File: config.mk
export PLATFORM = sky130hd
export DESIGN_NAME = smb_word_target
export DESIGN_NICKNAME = d
export VERILOG_FILES = /design/src/rtl/smb_word_pkg.sv /design/src/rtl/smb_line_sync.sv /design/src/rtl/smb_bus_events.sv /design/src/rtl/smb_hi_timeout.sv /design/src/rtl/smb_word_target.sv
export SDC_FILE = /design/constraint.sdc
export NUM_CORES = 1
export LEC_CHECK = 0
export BUFFER_PORTS_ARGS = -buffer_cell sky130_fd_sc_hd__buf_2
export CAP_MARGIN = 15
export CORE_ASPECT_RATIO = 0.9
export CORE_MARGIN = 2
export CORE_UTILIZATION = 59
export DETAILED_ROUTE_END_ITERATION = 6
export HOLD_SLACK_MARGIN = 0.06
export PLACE_DENSITY = 0.8
export SLEW_MARGIN = 20
export SYNTH_ARGS = -nofsm -noshare
export SYNTH_HDL_FRONTEND = slang
export SYNTH_SLANG_ARGS = --single-unit
File: constraint.sdc
create_clock -name clk -period 2.8 [get_ports clk]
set_clock_uncertainty 0.1 [all_clocks]
set_input_delay 0 -clock clk [delete_from_list [all_inputs] [get_ports clk]]
set_output_delay 0 -clock clk [all_outputs]
set_load 0.005 [all_outputs]
File: src/rtl/smb_word_pkg.sv
package smb_word_pkg;

    typedef enum logic [3:0] {
        ST_IDLE,
        ST_ADDR,
        ST_ADDR_ACK,
        ST_CMD,
        ST_CMD_ACK,
        ST_WAIT_RS,
        ST_TX_LO,
        ST_HACK_LO,
        ST_TX_HI,
        ST_HACK_HI,
        ST_WAIT_STOP,
        ST_IGNORE
    } smb_state_e;

    // Bus events derived from the synchronised lines.
    typedef struct packed {
        logic scl;
        logic sda;
        logic scl_rise;
        logic scl_fall;
        logic start;
        logic stop;
    } smb_evt_t;

    localparam int LINE_SCL = 0;
    localparam int LINE_SDA = 1;

endpackage

File: src/rtl/smb_line_sync.sv
module smb_line_sync #(
    parameter int STAGES = 2
) (
    input  logic clk,
    input  logic rst_n,
    input  logic line_i,
    output logic level_o,
    output logic rise_o,
    output logic fall_o
);
    logic [STAGES-1:0] pipe_q;
    logic              prev_q;

    // Bus idles high, so all stages reset to 1.
    always_ff @(posedge clk or negedge rst_n) begin
        if (!rst_n) begin
            pipe_q <= '1;
            prev_q <= 1'b1;
        end else begin
            pipe_q <= {pipe_q[STAGES-2:0], line_i};
            prev_q <= pipe_q[STAGES-1];
        end
    end

    assign level_o = pipe_q[STAGES-1];
    assign rise_o  = level_o & ~prev_q;
    assign fall_o  = ~level_o & prev_q;

endmodule

File: src/rtl/smb_bus_events.sv
module smb_bus_events
    import smb_word_pkg::*;
(
    input  logic [1:0] level_i,
    input  logic [1:0] rise_i,
    input  logic [1:0] fall_i,
    output smb_evt_t   evt_o
);
    always_comb begin
        evt_o.scl      = level_i[LINE_SCL];
        evt_o.sda      = level_i[LINE_SDA];
        evt_o.scl_rise = rise_i[LINE_SCL];
        evt_o.scl_fall = fall_i[LINE_SCL];
        // SDA moving while SCL is high is framing, never data.
        evt_o.start    = level_i[LINE_SCL] & fall_i[LINE_SDA];
        evt_o.stop     = level_i[LINE_SCL] & rise_i[LINE_SDA];
    end

endmodule

File: src/rtl/smb_hi_timeout.sv
module smb_hi_timeout #(
    parameter int LIMIT = 6250
) (
    input  logic clk,
    input  logic rst_n,
    input  logic arm_i,
    input  logic scl_i,
    output logic hit_o
);
    localparam int CW = $clog2(LIMIT + 1);

    logic [CW-1:0] cnt_q;

    always_ff @(posedge clk or negedge rst_n) begin
        if (!rst_n) begin
            cnt_q <= '0;
        end else if (!arm_i || !scl_i) begin
            cnt_q <= '0;
        end else if (cnt_q != CW'(LIMIT)) begin
            cnt_q <= cnt_q + 1'b1;
        end
    end

    assign hit_o = arm_i & scl_i & (cnt_q == CW'(LIMIT - 1));

    // expiry is only possible after SCL has already been high a cycle.
    p_hit_after_high_r9: assert property (@(posedge clk) disable iff (!rst_n)
        hit_o |-> $past(scl_i));

endmodule

File: src/rtl/smb_word_target.sv
module smb_word_target
    import smb_word_pkg::*;
#(
    parameter logic [6:0] ADDR7       = 7'h0B,
    parameter int         CLK_HZ      = 125_000_000,
    parameter int         TMO_US      = 50,
    parameter int         SYNC_STAGES = 2
) (
    input  logic        clk,
    input  logic        rst_n,
    input  logic        scl_i,
    input  logic        sda_i,
    output logic        sda_oe,
    output logic [7:0]  cmd_o,
    output logic        cmd_stb,
    input  logic [15:0] word_i,
    output logic        err_o
);
    localparam int TMO_CYC = (CLK_HZ / 1_000_000) * TMO_US;
    localparam int BITS    = 8;
    localparam int BCW     = $clog2(BITS + 1);

    logic [1:0] raw_w, lvl_w, rise_w, fall_w;
    smb_evt_t   ev;
    logic       tmo_hit;

    smb_state_e     state_q, state_d;
    logic [BCW-1:0] bit_cnt_q;
    logic [7:0]     rx_q;
    logic [15:0]    word_q;
    logic [7:0]     tx_byte;
    logic           byte_full, adr_hit;

    assign raw_w[LINE_SCL] = scl_i;
    assign raw_w[LINE_SDA] = sda_i;

    for (genvar g = 0; g < 2; g++) begin : g_sync
        smb_line_sync #(.STAGES(SYNC_STAGES)) u_sync (
            .clk     (clk),
            .rst_n   (rst_n),
            .line_i  (raw_w[g]),
            .level_o (lvl_w[g]),
            .rise_o  (rise_w[g]),
            .fall_o  (fall_w[g])
        );
    end

    smb_bus_events u_evt (
        .level_i (lvl_w),
        .rise_i  (rise_w),
        .fall_i  (fall_w),
        .evt_o   (ev)
    );

    smb_hi_timeout #(.LIMIT(TMO_CYC)) u_tmo (
        .clk   (clk),
        .rst_n (rst_n),
        .arm_i (state_q != ST_IDLE),
        .scl_i (ev.scl),
        .hit_o (tmo_hit)
    );

    assign byte_full = (bit_cnt_q == BCW'(BITS));
    assign adr_hit   = (rx_q[7:1] == ADDR7);
    assign tx_byte   = (state_q == ST_TX_HI) ? word_q[15:8] : word_q[7:0];

    // Next-state logic
    always_comb begin
        state_d = state_q;
        if (tmo_hit || ev.stop) begin
            state_d = ST_IDLE;
        end else if (ev.start) begin
            state_d = ST_ADDR;
        end else begin
            unique case (state_q)
                ST_IDLE:      state_d = ST_IDLE;
                ST_ADDR:      if (ev.scl_fall && byte_full)
                                  state_d = adr_hit ? ST_ADDR_ACK : ST_IGNORE;
                ST_ADDR_ACK:  if (ev.scl_fall)
                                  state_d = rx_q[0] ? ST_TX_LO : ST_CMD;
                ST_CMD:       if (ev.scl_fall && byte_full) state_d = ST_CMD_ACK;
                ST_CMD_ACK:   if (ev.scl_fall) state_d = ST_WAIT_RS;
                ST_WAIT_RS:   state_d = ST_WAIT_RS;
                ST_TX_LO:     if (ev.scl_fall && byte_full) state_d = ST_HACK_LO;
                ST_HACK_LO:   if (ev.scl_rise)
                                  state_d = ev.sda ? ST_WAIT_STOP : ST_TX_HI;
                ST_TX_HI:     if (ev.scl_fall && byte_full) state_d = ST_HACK_HI;
                ST_HACK_HI:   if (ev.scl_rise)
                                  state_d = ev.sda ? ST_WAIT_STOP : ST_IDLE;
                ST_WAIT_STOP: state_d = ST_WAIT_STOP;
                ST_IGNORE:    state_d = ST_IGNORE;
                default:      state_d = ST_IDLE;
            endcase
        end
    end

    // State register
    always_ff @(posedge clk or negedge rst_n) begin
        if (!rst_n) state_q <= ST_IDLE;
        else        state_q <= state_d;
    end

    // Outputs and datapath
    always_ff @(posedge clk or negedge rst_n) begin
        if (!rst_n) begin
            sda_oe    <= 1'b0;
            bit_cnt_q <= '0;
            rx_q      <= '0;
            word_q    <= '0;
            cmd_o     <= '0;
            cmd_stb   <= 1'b0;
            err_o     <= 1'b0;
        end else begin
            cmd_stb <= 1'b0;
            err_o   <= 1'b0;
            if (tmo_hit || ev.stop || ev.start) begin
                sda_oe    <= 1'b0;
                bit_cnt_q <= '0;
            end else begin
                unique case (state_q)
                    ST_ADDR, ST_CMD: begin
                        if (ev.scl_rise && !byte_full) begin
                            rx_q      <= {rx_q[6:0], ev.sda};
                            bit_cnt_q <= bit_cnt_q + 1'b1;
                        end
                        if (ev.scl_fall && byte_full) begin
                            bit_cnt_q <= '0;
                            if (state_q == ST_ADDR) begin
                                sda_oe <= adr_hit;
                                if (adr_hit && rx_q[0]) word_q <= word_i;
                            end else begin
                                sda_oe  <= 1'b1;
                                cmd_o   <= rx_q;
                                cmd_stb <= 1'b1;
                            end
                        end
                    end
                    ST_ADDR_ACK: begin
                        if (ev.scl_fall) sda_oe <= rx_q[0] ? ~word_q[7] : 1'b0;
                    end
                    ST_CMD_ACK: begin
                        if (ev.scl_fall) sda_oe <= 1'b0;
                    end
                    ST_TX_LO, ST_TX_HI: begin
                        if (ev.scl_rise && !byte_full) bit_cnt_q <= bit_cnt_q + 1'b1;
                        if (ev.scl_fall) begin
                            if (byte_full) begin
                                sda_oe    <= 1'b0;
                                bit_cnt_q <= '0;
                            end else begin
                                sda_oe <= ~tx_byte[3'd7 - bit_cnt_q[2:0]];
                            end
                        end
                    end
                    ST_HACK_HI: begin
                        if (ev.scl_rise && !ev.sda) err_o <= 1'b1;
                    end
                    default: ;
                endcase
            end
        end
    end

    // own address is acknowledged throughout the ACK slot
    p_ack_own_addr_r3: assert property (@(posedge clk) disable iff (!rst_n)
        (state_q == ST_ADDR_ACK) |-> sda_oe);
    // line released in every state where the slave owns no bit
    p_release_r7: assert property (@(posedge clk) disable iff (!rst_n)
        (state_q inside {ST_IDLE, ST_WAIT_RS, ST_WAIT_STOP, ST_IGNORE, ST_HACK_LO})
        |-> !sda_oe);
    // pull-down only starts while SCL is low
    p_oe_rise_scl_low_r10: assert property (@(posedge clk) disable iff (!rst_n)
        $rose(sda_oe) |-> !ev.scl);
    // error is a single-cycle pulse and leaves the engine idle
    p_err_pulse_r8: assert property (@(posedge clk) disable iff (!rst_n)
        err_o |=> (!err_o && state_q == ST_IDLE));
    // command strobe lasts one clock
    p_cmd_pulse_r5: assert property (@(posedge clk) disable iff (!rst_n)
        cmd_stb |=> !cmd_stb);
    // timeout drops the engine to idle with the line released
    p_tmo_abort_r9: assert property (@(posedge clk) disable iff (!rst_n)
        tmo_hit |=> (state_q == ST_IDLE && !sda_oe));
    // stop always ends the transaction
    p_stop_idle_r2: assert property (@(posedge clk) disable iff (!rst_n)
        ev.stop |=> (state_q == ST_IDLE));

endmodule

==> reports/qor.csv <==
stage,metric,value,unit
yosys,synthDistinctLibCells,50,
timing,rsz0062_at_grt,false,
timing,slew_headroom,50.1,%
timing,tightest_slew,739,ps
run,maxCapViolations,0,
clock_tree,cts_tree,done,
worst_setup_path,required,2940,ps
worst_setup_path,critPathBufInv,0,
worst_setup_path,r2r-start,state_q[2],
floorplanning,core-area,5190,µm²
global_routing,grt_first_pass_wirelength,11.9,mm
global_routing,track_usage,27.5,%
floorplanning,num_io_pins,31,
yosys,synth_enable_flop_cells,0,
yosys,synth_area,3130,µm²
clock_tree,cts.clk_slew.worst_paths,70,ps
route,drt_first_pass_iters,5,
worst_setup_path,reg2regPathDepth,5,
worst_setup_path,critPathSlowestCell,nor4_4,
floorplanning,num_rows,25,
placed_design,portBuffers,30,
route,routed_wl,7.05,mm
worst_setup_path,worstSetupPathType,flop to flop,
pwr,ir_drop,0.000459,V
floorplanning,die_x,80.8,µm
yosys,synth-seq-cells,62,
pwr,powerDensity,763,nW/µm²
placed_design,place_congestion,0.858,
timing,hold_viol,0,
global_routing,grt_max_degree,40,
placed_design,hpwl,4.20,mm
layout,final_common_cell,dfrtp_1,
worst_setup_path,cp-start-kind,flop,
layout,fillCellCount,364,
clock_tree,clockRootBuffer,clkbuf_8,
floorplanning,dieArea,5900,µm²
route,drc,0,
timing,final.setup.tns,0,ps
pwr,p_total,2.91,mW
route,vias,2481,
yosys,synthesis.nets,307,
worst_setup_path,cp.depth,5,
yosys,async_reset_ff_share,100,%
worst_setup_path,crit_start,state_q[2],
yosys,syn_avg_cell_area,11.1,µm²
timing,maxSlewViolCount,0,
worst_setup_path,cpLargestDelayFamily,simple AND/OR/NAND/NOR gates,
route,drtAntennaViolNets,0,
yosys,synth_ff_type,dfrtp_1,
outcome,status,completed,
clock_tree,insertion_delay,350,ps
timing,setup_viol_count_final,0,
timing,fin_crit,2580,ps
worst_setup_path,critPathCaptureType,flop,
yosys,syn-instance-count,282,
placed_design,place_inst,376,
global_routing,grt_pass1_vias,2472,
worst_setup_path,slowest_delay,580,ps
pwr,leakage,1.68,nW
yosys,yosysSeqAreaShare,49.8,%
clock_tree,max-clock-path-buffers,2,
clock_tree,cts_htree_levels,3,
floorplanning,start_util,60.2,%
layout,final_cell_mix,"dfrtp_1, mux2_2, buf_2, nor2_1, dlygate4sd3_1",
route,viasPerCell,6.04,
worst_setup_path,cp.arrival,2710,ps
timing,fin_crit_sh,92.0,%
worst_setup_path,r2r_slack,220,ps
clock_tree,cts_setup_buffers,0,
timing,max_freq,388,MHz
layout,final_cell_count_no_fill,411,
clock_tree,cts_buffers,9,
global_routing,grt_overflow,0,
layout,area_growth,22.0,%
route,drtIter0Drc,99,
yosys,yosysWarnings,0,
worst_setup_path,r2r-end,rx_q[2],
clock_tree,clkSinkCount,62,
hold_path,hold_path_class,input port to asynchronous set/reset pin,
route,avgRoutedWirePerCell,17.1,µm
global_routing,antenna_found_initial,0,
worst_setup_path,crit_chain,or4_4 > and3_4 > a22o_1 > nor4_4 > mux2_2,
layout,nets,364,
floorplanning,die_y,73.1,µm
worst_setup_path,crit_fanout,8,
layout,num_antenna_cells,0,
layout,drive_above_1_share,32.3,%
-- registers in the layout (all words and copies together), names as in the netlist, 2 cells and up --
register and count:
word_q 16, g_sync.u_sync.prev_q 2, bit_cnt_q 4, cmd_o 8, g_sync.u_sync.pipe_q 4, rx_q 8, u_tmo.cnt_q 13, state_q 4
-- how the worst max path moves through the flow --
stage               slack [ps]    endpoint
global placement           320     rx_q[4]
CTS                        200     rx_q[2]
detailed placement         250     rx_q[6]
finish                     220     rx_q[2]
floorplan                  280     rx_q[0]
global route               120  state_q[0]
-- worst register-to-register path, delay by kind of cell, from the launching register on --
kind / cells / cell delay (ps)
compound gates: 1 / 230
mux: 1 / 420
flops: 1 / 380
simple gates: 3 / 1330
-- metal layers --
layer | global-route usage [%] | vias up | part of all wire [%]
met5 | 0 | - | 0
met4 | 12.8 | 0 | 2.9
met3 | 8.66 | 23 | 5.9
met2 | 44.2 | 84 | 50
met1 | 34.2 | 1235 | 41
li1 | - | 1139 | -
-- logic make-up after synthesis --
logic type,count (synthesis),synth area share (%)
buffers and inverters,21,3.00
AND/OR/NAND/NOR,103,18.8
AO/OA/AOI/OAI,43,8.84
adder cells (fa/ha/maj),5,2.00
XOR/XNOR,11,3.08
flip-flops,62,49.8
multiplexers,37,14.4
-- repair_timing --
action                                 4_1_cts  5_1_grt
resized for setup                            0        0
endpoints found under the hold margin       41        0
hold buffers                                19        0
-- power breakdown --
part           internal [mW]  switching, mW
Clock                  0.623          0.376
Sequential              1.01          0.129
Combinational          0.357          0.420
Total                   1.99          0.925
-- cell type report --
cell class	instances	area (µm²)	area share, %
Clock buffer	10	138	3.61
Clock inverter	6	116	3.05
Inverter	8	30.0	0.787
Multi-Input combinational cell	199	1480	38.6
Sequential cell	62	1560	40.8
Tap cell	67	83.8	2.20
Timing Repair Buffer	59	415	10.9
-- synth_stat cells, drive strengths merged (5+ instances only) --
master | instances | area, µm²
dfrtp | 56 | 1400
mux2 | 34 | 383
nor2 | 27 | 101
nand2 | 17 | 63.8
a21oi | 15 | 75.1
nand3 | 12 | 60.1
clkbuf | 10 | 37.5
o21ai | 10 | 50.1
inv | 8 | 30.0
xor2 | 8 | 70.1
dfstp | 6 | 158
nand2b | 6 | 37.5
ha | 5 | 62.6
nor3 | 5 | 25.0
-- metrics by stage --
step / hold slack [ps] / util (%) / area, µm² / worst slack [ps]
after floorplan: -396 / - / 3130 / 283
after global placement: -92.9 / 65.0 / 3370 / 321
after detailed placement: -87.3 / 65.0 / 3370 / 255
after CTS: 74.3 / 73.5 / 3820 / 196
after global routing: 123 / 73.5 / 3820 / 119
final: 56.3 / 73.5 / 3820 / 224
(Power assumes the default switching activity.)
